$ cat src/rtl/gfxu_pkg.sv
package gfxu_pkg;
  localparam int unsigned WORD_W = 32;
  localparam int unsigned LANES  = 4;
  localparam int unsigned VEC_W  = WORD_W * LANES;
  localparam int unsigned HALF_W = 16;

  localparam int unsigned KIND_COLOR  = 0;
  localparam int unsigned KIND_SHORT2 = 1;
  localparam int unsigned KIND_HALF2  = 3;
  localparam int unsigned KIND_HALF4  = 5;

  localparam logic [WORD_W-1:0] F_ZERO  = 32'h0000_0000;
  localparam logic [WORD_W-1:0] F_ONE   = 32'h3F80_0000;
  localparam logic [WORD_W-1:0] F_THREE = 32'h4040_0000;

  typedef struct packed {
    logic             err;
    logic [VEC_W-1:0] data;
  } unpack_res_t;
endpackage

$ cat src/rtl/gfxu_half_to_single.sv
module gfxu_half_to_single
  import gfxu_pkg::*;
(
  input  logic [HALF_W-1:0] h_in,
  output logic [WORD_W-1:0] f_out
);
  logic       sgn;
  logic [4:0] hexp;
  logic [9:0] hman;
  logic [3:0] lead;
  logic [10:0] shifted;
  logic [7:0] den_exp;

  assign sgn  = h_in[15];
  assign hexp = h_in[14:10];
  assign hman = h_in[9:0];

  // position of the highest set mantissa bit, used for subnormals
  always_comb begin
    lead = 4'd0;
    for (int b = 0; b < 10; b++) begin
      if (hman[b]) lead = 4'(b);
    end
  end

  assign shifted = {1'b0, hman} << (4'd10 - lead);
  assign den_exp = 8'd103 + {4'd0, lead};

  always_comb begin
    if (hexp == 5'd0) begin
      if (hman == 10'd0) f_out = {sgn, 31'd0};
      else               f_out = {sgn, den_exp, shifted[9:0], 13'd0};
    end else if (hexp == 5'd31) begin
      f_out = {sgn, 8'hFF, hman, 13'd0};
    end else begin
      f_out = {sgn, {3'd0, hexp} + 8'd112, hman, 13'd0};
    end
  end
endmodule

$ cat src/rtl/gfxu_lane_builder.sv
module gfxu_lane_builder
  import gfxu_pkg::*;
#(
  parameter int unsigned TYPE_W = 3
) (
  input  logic [VEC_W-1:0]  src,
  input  logic [TYPE_W-1:0] kind,
  output unpack_res_t       res
);
  localparam int unsigned NHALF = 4;

  logic [WORD_W-1:0] w2, w3;
  logic [HALF_W-1:0] hin  [NHALF];
  logic [WORD_W-1:0] hout [NHALF];
  logic [WORD_W-1:0] lane [LANES];
  logic [WORD_W-1:0] short_hi, short_lo;
  logic              bad;

  assign w2 = src[2*WORD_W +: WORD_W];
  assign w3 = src[3*WORD_W +: WORD_W];

  assign hin[0] = w2[31:16];
  assign hin[1] = w2[15:0];
  assign hin[2] = w3[31:16];
  assign hin[3] = w3[15:0];

  genvar g;
  generate
    for (g = 0; g < NHALF; g++) begin : g_cvt
      gfxu_half_to_single u_cvt (
        .h_in  (hin[g]),
        .f_out (hout[g])
      );
    end
  endgenerate

  assign short_hi = F_THREE + {{16{w3[31]}}, w3[31:16]};
  assign short_lo = F_THREE + {{16{w3[15]}}, w3[15:0]};

  always_comb begin
    bad = 1'b0;
    for (int k = 0; k < LANES; k++) lane[k] = F_ZERO;
    if (kind == TYPE_W'(KIND_COLOR)) begin
      lane[0] = F_ONE | {24'd0, w3[23:16]};
      lane[1] = F_ONE | {24'd0, w3[15:8]};
      lane[2] = F_ONE | {24'd0, w3[7:0]};
      lane[3] = F_ONE | {24'd0, w3[31:24]};
    end else if (kind == TYPE_W'(KIND_SHORT2)) begin
      lane[0] = short_hi;
      lane[1] = short_lo;
      lane[2] = F_ZERO;
      lane[3] = F_ONE;
    end else if (kind == TYPE_W'(KIND_HALF2)) begin
      lane[0] = hout[2];
      lane[1] = hout[3];
      lane[2] = F_ZERO;
      lane[3] = F_ONE;
    end else if (kind == TYPE_W'(KIND_HALF4)) begin
      for (int k = 0; k < LANES; k++) lane[k] = hout[k];
    end else begin
      bad = 1'b1;
    end
  end

  always_comb begin
    res.err = bad;
    for (int k = 0; k < LANES; k++) res.data[k*WORD_W +: WORD_W] = lane[k];
  end
endmodule

$ cat src/rtl/gfxu_out_stage.sv
module gfxu_out_stage #(
  parameter int unsigned W = 8
) (
  input  logic         clk,
  input  logic         rst_n,
  input  logic         in_valid,
  output logic         in_ready,
  input  logic [W-1:0] in_data,
  output logic         out_valid,
  input  logic         out_ready,
  output logic [W-1:0] out_data
);
  logic         vld_q;
  logic [W-1:0] data_q;

  assign in_ready  = !vld_q || out_ready;
  assign out_valid = vld_q;
  assign out_data  = data_q;

  always_ff @(posedge clk) begin
    if (!rst_n) begin
      vld_q  <= 1'b0;
      data_q <= '0;
    end else begin
      if (in_ready) vld_q <= in_valid;
      if (in_valid && in_ready) data_q <= in_data;
    end
  end
endmodule

$ cat src/rtl/gfx_unpack_unit.sv
module gfx_unpack_unit
  import gfxu_pkg::*;
#(
  parameter int unsigned TYPE_W = 3
) (
  input  logic              clk,
  input  logic              rst_n,
  input  logic              in_valid,
  output logic              in_ready,
  input  logic [127:0]      in_src,
  input  logic [TYPE_W-1:0] in_kind,
  output logic              out_valid,
  input  logic              out_ready,
  output logic [127:0]      out_data,
  output logic              out_err
);
  localparam int unsigned PAY_W = VEC_W + 1;

  unpack_res_t      comb_res;
  logic [PAY_W-1:0] pay_q;

  gfxu_lane_builder #(.TYPE_W(TYPE_W)) u_build (
    .src  (in_src),
    .kind (in_kind),
    .res  (comb_res)
  );

  gfxu_out_stage #(.W(PAY_W)) u_stage (
    .clk       (clk),
    .rst_n     (rst_n),
    .in_valid  (in_valid),
    .in_ready  (in_ready),
    .in_data   (comb_res),
    .out_valid (out_valid),
    .out_ready (out_ready),
    .out_data  (pay_q)
  );

  assign out_err  = pay_q[PAY_W-1];
  assign out_data = pay_q[VEC_W-1:0];
endmodule

$ cat config.mk
export PLATFORM = sky130hd
export DESIGN_NAME = gfx_unpack_unit
export DESIGN_NICKNAME = d
export VERILOG_FILES = /design/src/rtl/gfxu_pkg.sv /design/src/rtl/gfxu_half_to_single.sv /design/src/rtl/gfxu_lane_builder.sv /design/src/rtl/gfxu_out_stage.sv /design/src/rtl/gfx_unpack_unit.sv
export SDC_FILE = /design/constraint.sdc
export NUM_CORES = 1
export LEC_CHECK = 0
export CORE_ASPECT_RATIO = 0.7
export CORE_MARGIN = 4
export CORE_UTILIZATION = 40
export CTS_CLUSTER_SIZE = 25
export DETAILED_ROUTE_END_ITERATION = 8
export DONT_BUFFER_PORTS = 1
export PLACE_DENSITY = 0.6
export SKIP_CTS_REPAIR_TIMING = 1
export SYNTH_ARGS = -nofsm -noshare
export SYNTH_HDL_FRONTEND = slang
export SYNTH_SLANG_ARGS = --single-unit
$ cat constraint.sdc
create_clock -name clk -period 3 [get_ports clk]
set_input_delay 0 -clock clk [delete_from_list [all_inputs] [get_ports clk]]
set_output_delay 0 -clock clk [all_outputs]
set_load 0.03 [all_outputs]
==> metrics.yaml, run 1 <==
power_and_ir_drop:
  p_clk_share_pct: 45.9
  p_per_area_mw_per_mm2: 527
  sw_frac_of_total_pct: 30.9
  ir_drop_v: 0.000330
  internal_power_mw: 3.37
  p_leak_nw: 3.45
  p_switching_mw: 1.51
  p_comb_share_pct: 17.9
  seqPwrFrac_pct: 36.2
timing:
  setup_viol: 0
  final.min_clock_period_ns: 2.65
  hold_viol: 12
  report.final.slew_viol_count: 0
  rsz0062_at_grt: "false"
  worst_slew_pin_slew_ns: 0.886
  max_freq_mhz: 378
  fin_ws_ns: 0.354
  relSlewSlack_pct: 40.7
  finalSetupTns_ns: 0
  fin_skew_ns: 0.00478
  fin_crit_sh_pct: 88.2
  whs_ns: -0.0364
cts:
  clock-sinks: 116
  clkTransAtPathRegs_ns: 0.06
  clk_latency_ns: 0.42
  cts_tree: "built"
  cts_buffer_depth: 2
  numCtsBuffers: 17
  cts_root_buf: "clkbuf_16"
  htreeDepth: 4
status:
  status: "finished with violations"
  violations: "negative hold slack"
route:
  remaining_drc_errors: 0
  route.vias.total: 8221
  drt_iter0_drc: 1021
  ant_nets: 0
  drtPass1Iterations: 6
  wl_per_cell_um: 24.5
  wl_mm: 31.9
  vias_per_cell: 6.31
cells_and_area:
  n_antenna_cell: 0
  fin_cells: 1302
  final_nets: 1168
  finalInstanceArea_sq_mm: 0.00925
  area_growth_pct: 19.1
  layout-drive-gt1-share_pct: 9.92
critical_path:
  crit_fanout: 20
  crit_arrival_ns: 3.01
  worstRegToRegCells: 9
  start_kind: "flip-flop"
  end_kind: "flip-flop"
  r2r_slack_ns: 0.35
  worstPathRequired_ns: 3.36
  crit_type: "reg -> reg"
worst_hold_path:
  hold_depth: 4
  hp-class: "in -> reg"
placement:
  dp.cells: 1199
  placed_cell_area_sq_mm: 0.00788
  io_buffers: 0
  place_ws_ns: 0.373
  dp_hpwl_mm: 21.3
  place_congestion: 0.945
yosys:
  synth_edf_count: 0
  ys_types: 99
  synth_area_per_cell_sq_um: 7.82
  synth_top_flop_cell: "dfxtp_1"
  ys_warn_count: 0
  ys_ff_latch: 116
  synth_top_cell_by_area: "dfxtp_1"
  synth.top_cell.area_share_pct: 29.9
  synth_area_leaders: "dfxtp_1 (30%), a21oi_1 (4.7%), o21ai_0 (4.7%)"
  seq_area_frac_synth_pct: 29.9
  syn_area_sq_mm: 0.00777
  async_flop_share_pct: 0
  synth_cells: 993
  synth.most_common_cell: "dfxtp_1"
  yosys-top-cells-count: "dfxtp_1 (116), nor2_1 (85), nand2_1 (84)"
floorplanning:
  core-area_sq_mm: 0.0190
  initial_core_util_pct: 40.9
  ioPinCount: 266
  die_h_um: 125
  die_x_um: 175
  fp.dieArea_sq_mm: 0.0217
  rows: 42
global_routing:
  grt_pass1_wl_mm: 44.2
  grt_use_met1_pct: 38.9
  first_global_vias: 7099
  grt_max_degree: 103
  grt.busiest_layer: "met1"
  grt_util_met3_pct: 10.0
  antenna_found_initial: 1
  grt.met2_usage_pct: 33.0
  grt-ovfl-total: 0
  grt_usage_pct: 25.6
job:
  cap_violations: 0
power groups by stage:
| stage | registers, mW | logic, mW | clock network [mW] |
|---|---|---|---|
| final | 1.76 | 0.874 | 2.24 |
| after global routing | 1.77 | 0.944 | 2.34 |
| after CTS | 1.76 | 0.717 | 2.27 |
| after detailed placement | 1.80 | 0.712 | 0 |
| after global placement | 1.80 | 0.710 | 0 |
| after floorplan | 1.76 | 0.634 | 0 |
cell families after synthesis:
kind of cell             after synthesis  synth area share, %
AO/OA/AOI/OAI                        359                 33.0
multiplexers                          27                 4.00
adder cells (fa/ha/maj)                8                 1.29
flip-flops                           116                 29.9
AND/OR/NAND/NOR                      346                 22.3
buffers and inverters                125                 7.78
other                                  1               0.0483
XOR/XNOR                              11                 1.68
critical path, stage by stage (launching register included):
cell	delay, ns
dfxtp_1	0.41
nand2b_1	0.11
buf_4	0.19
and2_2	0.44
nand2_1	0.23
nor2_1	0.25
nand2_1	0.09
a21oi_1	0.14
dlygate4sd3_1	0.58
a22o_1	0.13
per-stage QoR:
stage | utilization (%) | total power [mW]
after global placement | 41.5 | 2.51
after CTS | 44.9 | 4.75
after global routing | 48.7 | 5.05
after detailed placement | 41.5 | 2.51
after floorplan | - | 2.40
final | 48.7 | 4.88
registers in the layout, indices dropped and copies added, names as in the netlist:
signal	flops
u_stage.out_data	115
u_stage.out_valid	1
layer usage:
layer	up-vias	wire, um	share of wire [%]
met4	0	482	1.5
met1	3968	14900	47
met3	28	4380	14
li1	3742	-	-
met5	-	0	0
met2	483	12100	38
placed cells by master (no fill, tap or decap), drive strengths merged, types with 15 or more instances in the layout:
master and count:
clkbuf 18, inv 37, a21oi 74, dfxtp 116
o21ai 80, nand2 87, nor3 23, a22oi 37
nor2 86, nor2b 54, mux2i 22, nand3 28
dlygate4sd3 70, and2 15, buf 25
area by class of cell:
| type | count | area [sq um] |
|---|---|---|
| fillers | 1843 | 9720 |
| multi-input cells | 761 | 4890 |
| flip-flops and latches | 116 | 2320 |
| repair buffers | 95 | 921 |
| clock buffers | 18 | 439 |
| well taps | 264 | 330 |
| clock inverters | 14 | 200 |
| inverters | 34 | 144 |
final timing paths:
check                            start                    to
hold reg to reg   u_stage.out_data[84]  u_stage.out_data[84]
setup reg to reg     u_stage.out_valid  u_stage.out_data[16]
hold / removal             in_src[110]  u_stage.out_data[62]
setup / recovery     u_stage.out_valid  u_stage.out_data[16]
Power figures use the tool's default switching activity.
==> inputs of run 2 (changes only) <==
==> constraint.sdc (replaced) <==
create_clock -name clk -period 3.05 [get_ports clk]
set_input_delay 0 -clock clk [delete_from_list [all_inputs] [get_ports clk]]
set_output_delay 0 -clock clk [all_outputs]
set_load 0.03 [all_outputs]
==> run 2 against run 1 <==
Worst setup slack worse by 0.21 ns. Sequential power about the same. Via count shrank 0.57%. Core utilization shrank 0.44 points. Die area unchanged. The flow still finishes with violations (negative hold slack). Largest cell class unchanged. Global-route usage down 0.057 points. Clock-buffer cell count is 2 higher. Maximum frequency shrank 8.9%. Worst hold slack got worse by 0.014 ns.
==> metrics.yaml, run 2 (same netlist as run 1, synthesis figures left out) <==
placement:
  dp.cells: 1196  # -0.25%
  place_congestion: 0.955  # +1.1%
  placed_cell_area_sq_mm: 0.00786  # -0.29%
  io_buffers: 0  # unchanged
  dp_hpwl_mm: 21.3  # about the same
timing:
  max_freq_mhz: 344  # -8.9%
  hold_viol: 17  # +5
  whs_ns: -0.0503  # -0.0139 ns
  rsz0062_at_grt: "false"
  setup_viol: 0  # unchanged
  fin_skew_ns: 0.00542  # +0.000639 ns
  worst_slew_pin_slew_ns: 0.949  # +0.0633 ns
  final.min_clock_period_ns: 2.91  # +0.259 ns
  fin_crit_sh_pct: 95.2  # +7.0 points
  relSlewSlack_pct: 36.4  # -4.3 points
  report.final.slew_viol_count: 0  # unchanged
  finalSetupTns_ns: 0  # unchanged
job:
  cap_violations: 0  # unchanged
cells_and_area:
  fin_cells: 1296  # -0.46%
  layout_commonest_cell: "dfxtp_1"
  final_nets: 1164  # -0.34%
  most-common-layout-cells: "dfxtp_1 (116), nor2_1 (85), nand2_1 (84)"
  area_growth_pct: 18.0
  n_antenna_cell: 0  # unchanged
  finalInstanceArea_sq_mm: 0.00916  # -0.89%
  layout-drive-gt1-share_pct: 9.40  # -0.52 points
  largest_reg_flops: 115  # unchanged
floorplanning:
  ioPinCount: 266  # unchanged
  rows: 42  # unchanged
  die_x_um: 175  # unchanged
  die_h_um: 125  # unchanged
  core-area_sq_mm: 0.0190  # unchanged
  fp.dieArea_sq_mm: 0.0217  # unchanged
  initial_core_util_pct: 40.9  # unchanged
critical_path:
  worst-path-buf-inv: 1  # -1
  crit_slowest_cell: "nor3_2"
  end_kind: "flip-flop"
  crit_type: "reg -> reg"
  crit_arrival_ns: 3.27  # +0.26 ns
  crit_fanout: 18  # -10%
  cp_cell_sequence: "nand2b_1 > nand2_4 > nor3_2 > a222oi_1 > dlygate4sd3_1 > nor2b_1"
  worstPathRequired_ns: 3.41  # +0.05 ns
  start_kind: "flip-flop"
  cpPeakStageDelay_ns: 0.83  # +0.25 ns
  critical-path-top-delay-family: "simple AND/OR/NAND/NOR gates"
route:
  vias_per_cell: 6.31  # -0.11%
  ant_nets: 0  # unchanged
  wl_mm: 31.6  # -0.89%
  wl_per_cell_um: 24.4  # -0.43%
  route.vias.total: 8174  # -0.57%
  drtPass1Iterations: 6  # unchanged
  remaining_drc_errors: 0  # unchanged
  drt_iter0_drc: 1001  # -2.0%
cts:
  clkTransAtPathRegs_ns: 0.06  # about the same
  cts_root_buf: "clkbuf_16"
  clock-sinks: 116  # unchanged
  cts_tree: "built"
  cts_buffer_depth: 2  # unchanged
  numCtsBuffers: 17  # unchanged
  clk_latency_ns: 0.42  # about the same
  htreeDepth: 4  # unchanged
power_and_ir_drop:
  p_switching_mw: 1.41  # -6.6%
  internal_power_mw: 3.22  # -4.4%
  p_leak_nw: 3.41  # -1.1%
  seqPwrFrac_pct: 37.5  # +1.3 points
  p_per_area_mw_per_mm2: 505  # -4.2%
  p_clk_share_pct: 44.2  # -1.7 points
  sw_frac_of_total_pct: 30.4  # -0.48 points
  ir_drop_v: 0.000388  # +17%
  p_comb_share_pct: 18.3  # +0.4 points
worst_hold_path:
  hp-class: "in -> reg"
global_routing:
  first_global_vias: 7062  # -0.52%
  grt_max_degree: 103  # unchanged
  grt-ovfl-total: 0  # unchanged
  antenna_found_initial: 0  # -1
  grt_pass1_wl_mm: 44.0  # -0.31%
  grt_usage_pct: 25.5  # -0.057 points
status:
  violations: "negative hold slack"
  status: "finished with violations"
## run 2: cell count changes in the layout (fill, tap and decap cells not counted), sizes merged
cell,before,now
dlygate4sd3,70,69
clkbuf,18,20
buf,25,22
bufinv,5,4
inv,37,33
clkinv,3,4
## run 2: final cells by class
cell class | count | area (sq um)
clock buffers | 20 | 457
clock inverters | 10 | 133
fillers | 1872 | 9810
inverters | 34 | 144
multi-input cells | 761 | 4890
flip-flops and latches | 116 | 2320
well taps | 264 | 330
repair buffers | 91 | 888
## run 2: worst paths after layout
| kind | from | end | slack [ns] | cells past startpoint |
|---|---|---|---|---|
| setup / recovery | u_stage.out_valid | u_stage.out_data[38] | 0.15 | 6 |
| hold / removal | in_src[114] | u_stage.out_data[79] | -0.05 | 3 |
| setup reg to reg | u_stage.out_valid | u_stage.out_data[38] | 0.15 | 6 |
| hold reg to reg | u_stage.out_data[7] | u_stage.out_data[7] | 0.61 | 2 |
## run 2: power by group through the flow
stage	Clock, mW	Combinational, mW	Sequential, mW
finish	2.04	0.849	1.74
global route	2.13	0.921	1.74
CTS	2.06	0.699	1.74
detailed placement	0	0.694	1.77
global placement	0	0.694	1.77
floorplan	0	0.623	1.73
## run 2: worst register-to-register path: stages, from the launching register on
cell and delay (ns):
dfxtp_1 0.40, nand2b_1 0.41, nand2_4 0.28, nor3_2 0.84, a222oi_1 0.20, dlygate4sd3_1 0.62, nor2b_1 0.10
## run 2: layer usage
metal / GRT usage (%) / wire length [um] / part of all wire, % / vias up
met5: 0 / 0 / 0 / -
met1: 38.1 / 14400 / 45 / 3912
met4: 4.52 / 335 / 1.1 / 0
li1: - / - / - / 3730
met2: 33.4 / 12000 / 38 / 499
met3: 11.7 / 4920 / 16 / 33
## run 2: per-stage QoR
stage                     setup slack [ns]  util, %  total power, mW
after detailed placement             0.489     41.4             2.46
after global placement               0.428     41.4             2.46
after global routing                0.0527     48.3             4.79
final                                0.145     48.3             4.63
after CTS                            0.615     44.5             4.50
after floorplan                      0.476        -             2.36
